## config.mk

```make
export PLATFORM = sky130hd
export DESIGN_NAME = can_test_path
export DESIGN_NICKNAME = d
export VERILOG_FILES = /design/src/rtl/can_tp_pkg.sv /design/src/rtl/can_tp_cfg_reg.sv /design/src/rtl/can_tp_mode_dec.sv /design/src/rtl/can_tp_bit_router.sv /design/src/rtl/can_test_path.sv
export SDC_FILE = /design/constraint.sdc
export NUM_CORES = 1
export LEC_CHECK = 0
export CORE_AREA = 2 2 39 41
export DETAILED_ROUTE_END_ITERATION = 10
export DIE_AREA = 0 0 41 43
export PLACE_DENSITY = 0.47
export SLEW_MARGIN = 20
export SYNTH_ARGS = -nofsm -noshare
export SYNTH_HDL_FRONTEND = slang
export SYNTH_SLANG_ARGS = --single-unit
export TNS_END_PERCENT = 100
```

## constraint.sdc

```tcl
create_clock -name clk -period 2.2 [get_ports clk]
set_clock_uncertainty 0.05 [all_clocks]
set_input_delay 0.66 -clock clk [delete_from_list [all_inputs] [get_ports clk]]
set_output_delay 0.66 -clock clk [all_outputs]
set_load 0.1 [all_outputs]
```

## src/rtl/can_tp_pkg.sv

```systemverilog
// Package: shared mode encoding for the CAN test-path block.
package can_tp_pkg;
    // Operating variant derived from init state and the two config bits.
    typedef enum logic [2:0] {
        TP_INIT     = 3'd0,
        TP_NORMAL   = 3'd1,
        TP_LISTEN   = 3'd2,
        TP_LOOP     = 3'd3,
        TP_LOOP_LSN = 3'd4
    } tp_mode_e;

    localparam logic BIT_RECESSIVE = 1'b1;
endpackage

```

## src/rtl/can_tp_cfg_reg.sv

```systemverilog
// Module: can_tp_cfg_reg
// Holds the listen-only and self-feedback bits. A write is accepted only
// while the controller reports initialization mode; other writes are dropped.
// Assumes init_mode is synchronous to clk.
module can_tp_cfg_reg #(
    parameter logic RST_LISTEN = 1'b0,
    parameter logic RST_LOOP   = 1'b0
) (
    input  logic clk,
    input  logic rst_n,
    input  logic init_mode,
    input  logic wr_en,
    input  logic listen_d,
    input  logic loop_d,
    output logic listen_q,
    output logic loop_q
);
    logic wr_ok;
    assign wr_ok = wr_en && init_mode;

    // Capture the config bits on an accepted write.
    always_ff @(posedge clk) begin
        if (!rst_n) begin
            listen_q <= RST_LISTEN;
            loop_q   <= RST_LOOP;
        end else if (wr_ok) begin
            listen_q <= listen_d;
            loop_q   <= loop_d;
        end
    end

    assert_reset_value_R1: assert property (@(posedge clk)
        !rst_n |=> (listen_q == RST_LISTEN && loop_q == RST_LOOP));
    assert_write_taken_R2: assert property (@(posedge clk) disable iff (!rst_n)
        (wr_en && init_mode) |=> (listen_q == $past(listen_d) && loop_q == $past(loop_d)));
    assert_write_dropped_R2: assert property (@(posedge clk) disable iff (!rst_n)
        (!init_mode) |=> ($stable(listen_q) && $stable(loop_q)));
endmodule

```

## src/rtl/can_tp_mode_dec.sv

```systemverilog
// Module: can_tp_mode_dec
// Turns initialization state and the stored bits into one operating variant.
// Initialization mode overrides the stored bits.
module can_tp_mode_dec
    import can_tp_pkg::*;
(
    input  logic     init_mode,
    input  logic     listen,
    input  logic     loop,
    output tp_mode_e mode
);
    // Pick the variant; init wins over configuration.
    always_comb begin
        if (init_mode)            mode = TP_INIT;
        else if (listen && loop)  mode = TP_LOOP_LSN;
        else if (loop)            mode = TP_LOOP;
        else if (listen)          mode = TP_LISTEN;
        else                      mode = TP_NORMAL;
    end
endmodule

```

## src/rtl/can_tp_bit_router.sv

```systemverilog
// Module: can_tp_bit_router
// Routes the core's transmit bit and the receive pin for the selected variant,
// gates transmission starts and masks acknowledge errors. Purely combinational;
// assumes dominant is 0 and the bus is a wired AND.
module can_tp_bit_router
    import can_tp_pkg::*;
(
    input  tp_mode_e mode,
    input  logic     core_tx,
    input  logic     core_tx_req,
    input  logic     core_ack_err,
    input  logic     pin_rx,
    output logic     pin_tx,
    output logic     core_rx,
    output logic     tx_start_ok,
    output logic     ack_err_out
);
    // Select pin drive, core receive bit, start permission and ack masking.
    always_comb begin
        pin_tx      = BIT_RECESSIVE;
        core_rx     = pin_rx;
        tx_start_ok = 1'b0;
        ack_err_out = core_ack_err;
        unique case (mode)
            TP_INIT: begin
                pin_tx      = BIT_RECESSIVE;
                tx_start_ok = 1'b0;
            end
            TP_NORMAL: begin
                pin_tx      = core_tx;
                tx_start_ok = core_tx_req;
            end
            TP_LISTEN: begin
                core_rx     = pin_rx & core_tx;
                tx_start_ok = 1'b0;
            end
            TP_LOOP: begin
                pin_tx      = core_tx;
                core_rx     = core_tx;
                tx_start_ok = core_tx_req;
                ack_err_out = 1'b0;
            end
            TP_LOOP_LSN: begin
                core_rx     = core_tx;
                tx_start_ok = core_tx_req;
                ack_err_out = 1'b0;
            end
            default: begin
                pin_tx      = BIT_RECESSIVE;
                tx_start_ok = 1'b0;
            end
        endcase
    end
endmodule

```

## src/rtl/can_test_path.sv

```systemverilog
// Module: can_test_path (top)
// Test-mode routing between a CAN core and its transceiver pins: config
// register, mode decode and bit router. Assumes all inputs synchronous to clk.
module can_test_path
    import can_tp_pkg::*;
#(
    parameter logic RST_LISTEN = 1'b0,
    parameter logic RST_LOOP   = 1'b0
) (
    input  logic clk,
    input  logic rst_n,
    input  logic init_mode,
    input  logic cfg_wr_en,
    input  logic cfg_listen_d,
    input  logic cfg_loop_d,
    input  logic core_tx,
    input  logic core_tx_req,
    input  logic core_ack_err,
    input  logic pin_rx,
    output logic pin_tx,
    output logic core_rx,
    output logic tx_start_ok,
    output logic ack_err_out,
    output logic cfg_listen_q,
    output logic cfg_loop_q
);
    tp_mode_e mode;

    can_tp_cfg_reg #(.RST_LISTEN(RST_LISTEN), .RST_LOOP(RST_LOOP)) u_cfg (
        .clk(clk), .rst_n(rst_n), .init_mode(init_mode), .wr_en(cfg_wr_en),
        .listen_d(cfg_listen_d), .loop_d(cfg_loop_d),
        .listen_q(cfg_listen_q), .loop_q(cfg_loop_q)
    );

    can_tp_mode_dec u_dec (
        .init_mode(init_mode), .listen(cfg_listen_q), .loop(cfg_loop_q), .mode(mode)
    );

    can_tp_bit_router u_rt (
        .mode(mode), .core_tx(core_tx), .core_tx_req(core_tx_req),
        .core_ack_err(core_ack_err), .pin_rx(pin_rx), .pin_tx(pin_tx),
        .core_rx(core_rx), .tx_start_ok(tx_start_ok), .ack_err_out(ack_err_out)
    );

    assert_init_quiet_R3: assert property (@(posedge clk) disable iff (!rst_n)
        init_mode |-> (pin_tx && !tx_start_ok && core_rx == pin_rx));
    assert_listen_recessive_R4: assert property (@(posedge clk) disable iff (!rst_n)
        (!init_mode && cfg_listen_q) |-> pin_tx);
    assert_listen_no_start_R5: assert property (@(posedge clk) disable iff (!rst_n)
        (!init_mode && cfg_listen_q && !cfg_loop_q) |-> (!tx_start_ok && core_rx == (pin_rx & core_tx)));
    assert_loop_feedback_R6: assert property (@(posedge clk) disable iff (!rst_n)
        (!init_mode && cfg_loop_q) |-> (core_rx == core_tx && !ack_err_out));
    assert_loop_visible_R7: assert property (@(posedge clk) disable iff (!rst_n)
        (!init_mode && !cfg_listen_q && cfg_loop_q) |-> (pin_tx == core_tx));
    assert_both_start_R8: assert property (@(posedge clk) disable iff (!rst_n)
        (!init_mode && cfg_listen_q && cfg_loop_q) |-> (tx_start_ok == core_tx_req));
    assert_pass_through_R9: assert property (@(posedge clk) disable iff (!rst_n)
        (!init_mode && !cfg_listen_q && !cfg_loop_q) |-> (pin_tx == core_tx && core_rx == pin_rx));
endmodule

```

==> out/metrics.sh <==
OUTCOME='finished, violations left'
VIOLATIONS='setup timing'
SYNTH_SIMPLE_GATE_AREA_SHARE_PCT=26.8
RRSETUPSLACK_PS=1480
GRT.OVERFLOW.TOTAL=0
WORST_SKEW_PAIR.LATE_LATENCY_PS=220
IO_PINS=16
POST_SYN_NETS=38
CLOCK_PATH_BUFFERS=2
INITIAL_CORE_UTILIZATION_PCT=14.2
SYNTH_FF_TYPE='sky130_fd_sc_hd__dfxtp_1'
DR.FIRST_ITER.DRC_COUNT=1
SYNTH_AREA_LEADER_CELL='sky130_fd_sc_hd__dfxtp_1'
MAX-CAP-VIOLATIONS=0
CTS_TREE='done'
CRIT_PATH_START='core_tx'
WORST-R2R-CELL-COUNT=2
TIGHTEST_SLEW_PS=184
SYNTH.DISTINCT_CELLS=15
DRT_FIRST_PASS_ITERS=4
SYNTH_MUX_AREA_SHARE_PCT=0
NUMCLOCKSINKS=2
ARRIVAL_PS=1530
TIMING.FINAL.WS_SETUP_PS=-43.6
PATH_CLK_SLEW_PS=30
CTS_MADE_BUFFERS=3
YOSYS.CELL_COUNT.TOP_TYPE='sky130_fd_sc_hd__nand2_1'
YOSYS.AREA_SHARE.ADDER_PCT=12.7
HOLDCRITSTARTPOINT='u_cfg.loop_q$_SDFFE_PN0P_'
FINALHOLDVIOLATIONS=0
PLACEMENT.SETUP.WORST_SLACK_PS=-463
NUMBER_OF_ENABLE_FLIP_FLOP_CELLS_AFTER_SYNTHESIS=0
MAX-SLEW-MARGIN-REL_PCT=87.7
DESIGN.DIE.AREA_UM2=1760
POWER.TOTAL_uW=268
WORSTPATHREQUIRED_PS=1490
PERIOD_NEEDED_PS=2240
FINAL_LAYOUT_SIZE_SUFFIX_GT1_SHARE_PCT=55.1
POWER_PER_CELL_AREA_nW_PER_UM2=488
POST_DRT_VIA_CELL_RATIO=4.18
WORSTSETUPPATHTYPE='in2out'
P_LEAK_nW=0.218
CRITICAL_PATH_PEAK_FANOUT=2
SYNTH-COMPOUND-AREA-SHARE_PCT=30.6
SYNTHESIS.AREA_PER_INSTANCE_UM2=7.56
CTS_ROOT_BUFFER='sky130_fd_sc_hd__clkbuf_4'
CRITPATHLAUNCHTYPE='input pin'
YOSYS-TOP-CELLS-AREA='sky130_fd_sc_hd__dfxtp_1, sky130_fd_sc_hd__ha_1, sky130_fd_sc_hd__a21boi_0, sky130_fd_sc_hd__nand2_1, sky130_fd_sc_hd__nor3b_1'
PIN_COUNT_OF_THE_BIGGEST_NET_ENTERING_GLOBAL_ROUTING=8
DIE_WIDTH_UM=41
WIRE_PER_INST_UM=10.0
SYNTH_WARNINGS=0
VIA_COUNT_OF_THE_ROUTED_DESIGN=272
FINAL-MAX-SLEW-VIOLATION-COUNT=0
MAX_FREQ_MHz=446
AREAGROWTHSYNTHTOFINISH_PCT=180
FIN_HOLD_WS_PS=466
FINALSETUPVIOLCOUNT=1
GP_CONGESTION=0.546
H-TREE-DEPTH=1
ANTENNA_CELLS=0
WORST_HOLD_PATH.ENDPOINT='u_cfg.loop_q$_SDFFE_PN0P_'
DRC=0
CRITPATHCAPTURETYPE='primary output'
WORST_HOLD_PATH_TYPE='reg2reg'
HPWLAFTERDP_UM=530
DIE-HEIGHT_UM=43
TIMING.RR.END='u_cfg.listen_q$_SDFFE_PN0P_'
SYNTH.CELL_AREA_UM2=196
ASYNCSETRESETFLOPFRACSYNTH_PCT=0
NUMBER_OF_ANTENNA_VIOLATIONS_AT_THE_FIRST_CHECK_IN_GLOBAL_ROUTING=0
NUMBER_OF_ROWS_IN_THE_CORE_AREA=14
LAYOUT_WORST_PATH_CYCLE_SHARE_PCT=102
FIN_TNS_SETUP_PS=-43.6
GRT_PASS1_VIAS=289
LARGEST_FAMILY_OF_LOGIC_CELLS_BY_SYNTHESIZED_AREA='compound AO/OA/AOI/OAI gates'
GRT_PASS1_WL_UM=1080
YOSYS.AREA.TOP_TYPE_SHARE_PCT=20.4
YOSYS.AREA_SHARE.XOR_XNOR_PCT=0
YOSYSSEQAREASHARE_PCT=20.4
DETAIL_ROUTE.WIRELENGTH_UM=651
DESIGN.CORE.AREA_UM2=1380
GRT_SETUP_UNREPAIRED='true'
REGTOREGSTARTPOINT='u_cfg.listen_q$_SDFFE_PN0P_'
CELL_COUNT_OF_THE_WORST_HOLD_PATH=2
FINAL_LAYOUT_NET_COUNT=63
POWER.IR.VDD_WORST_uV=300
ANTENNA_VIOLATING_NETS_POST_ROUTE=0
GR-USAGE-ALL-LAYERS_PCT=9.40
SYNTH.FF_LATCH_COUNT=2
SYNTH_CELLS=26
PORT-BUFFER-COUNT=15
metal layers:
metal	global-route usage, %	routed length, um	vias to the layer above
met1	8.57	234	116
met3	3.14	87	0
met2	16.3	329	16
li1	-	-	140
met5	0	0	-
met4	6.00	0	0
stage by stage:
stage / instances / util, % / instance area (um^2)
6_report: 65 / 39.7 / 549
2_1_floorplan: 26 / - / 251
3_5_place_dp: 59 / 35.6 / 493
4_1_cts: 65 / 39.7 / 549
5_1_grt: 65 / 39.7 / 549
3_3_place_gp: 59 / 35.6 / 493
cell type report:
cell class,count,area (um^2)
tap,16,20.0
multi-input combinational,21,204
fill,139,835
clock buffer,3,22.5
timing repair buffer,21,248
inverter,2,7.51
sequential,2,47.5
worst max-delay path by stage:
| stage | to | slack, ps | depth (start not counted) |
|---|---|---|---|
| after floorplan | tx_start_ok | -330 | 4 |
| after global placement | core_rx | -430 | 4 |
| after detailed placement | core_rx | -460 | 4 |
| after CTS | core_rx | -60 | 6 |
| after global routing | core_rx | -130 | 6 |
| final | core_rx | -40 | 4 |
worst max-delay path, cell delays in order:
cell and delay, ps:
sky130_fd_sc_hd__clkdlybuf4s15_1 180, sky130_fd_sc_hd__o32a_1 300, sky130_fd_sc_hd__o221a_4 230, sky130_fd_sc_hd__buf_12 160
flip-flops by register name, indices dropped and copies added, names as in the netlist:
register and count:
u_cfg.listen_q 1, u_cfg.loop_q 1
power breakdown:
group / internal [mW] / switching, mW
Sequential: 0.0371 / 0.00355
Clock: 0.0602 / 0.0200
Combinational: 0.0661 / 0.0810
Total: 0.163 / 0.105
logic make-up (layout without fill, tap and decap cells):
group | Yosys count | after routing
simple gates | 11 | 11
flops | 2 | 2
compound gates | 8 | 8
fa+ha+maj | 2 | 2
buf+inv | 3 | 26
timing repair:
action,4_1_cts,5_1_grt
gates resized for setup,10,0
pin swaps,5,0
endpoints found under the setup margin,4,3
buffers inserted,3,0
hold buffers,0,0
layout by cell type, fill, tap and decap left out, types with 2 or more instances in the layout:
cell type | synthesis | final
sky130_fd_sc_hd__buf_12 | 0 | 6
sky130_fd_sc_hd__nand3_1 | 2 | 2
sky130_fd_sc_hd__ha_4 | 0 | 2
sky130_fd_sc_hd__a21boi_0 | 2 | 2
sky130_fd_sc_hd__clkbuf_4 | 0 | 3
sky130_fd_sc_hd__dlygate4sd2_1 | 0 | 2
sky130_fd_sc_hd__buf_4 | 0 | 6
sky130_fd_sc_hd__dfxtp_4 | 0 | 2
sky130_fd_sc_hd__nand2_1 | 4 | 3
sky130_fd_sc_hd__clkdlybuf4s50_1 | 0 | 5
Note: power is estimated with default switching activity, not from simulation.
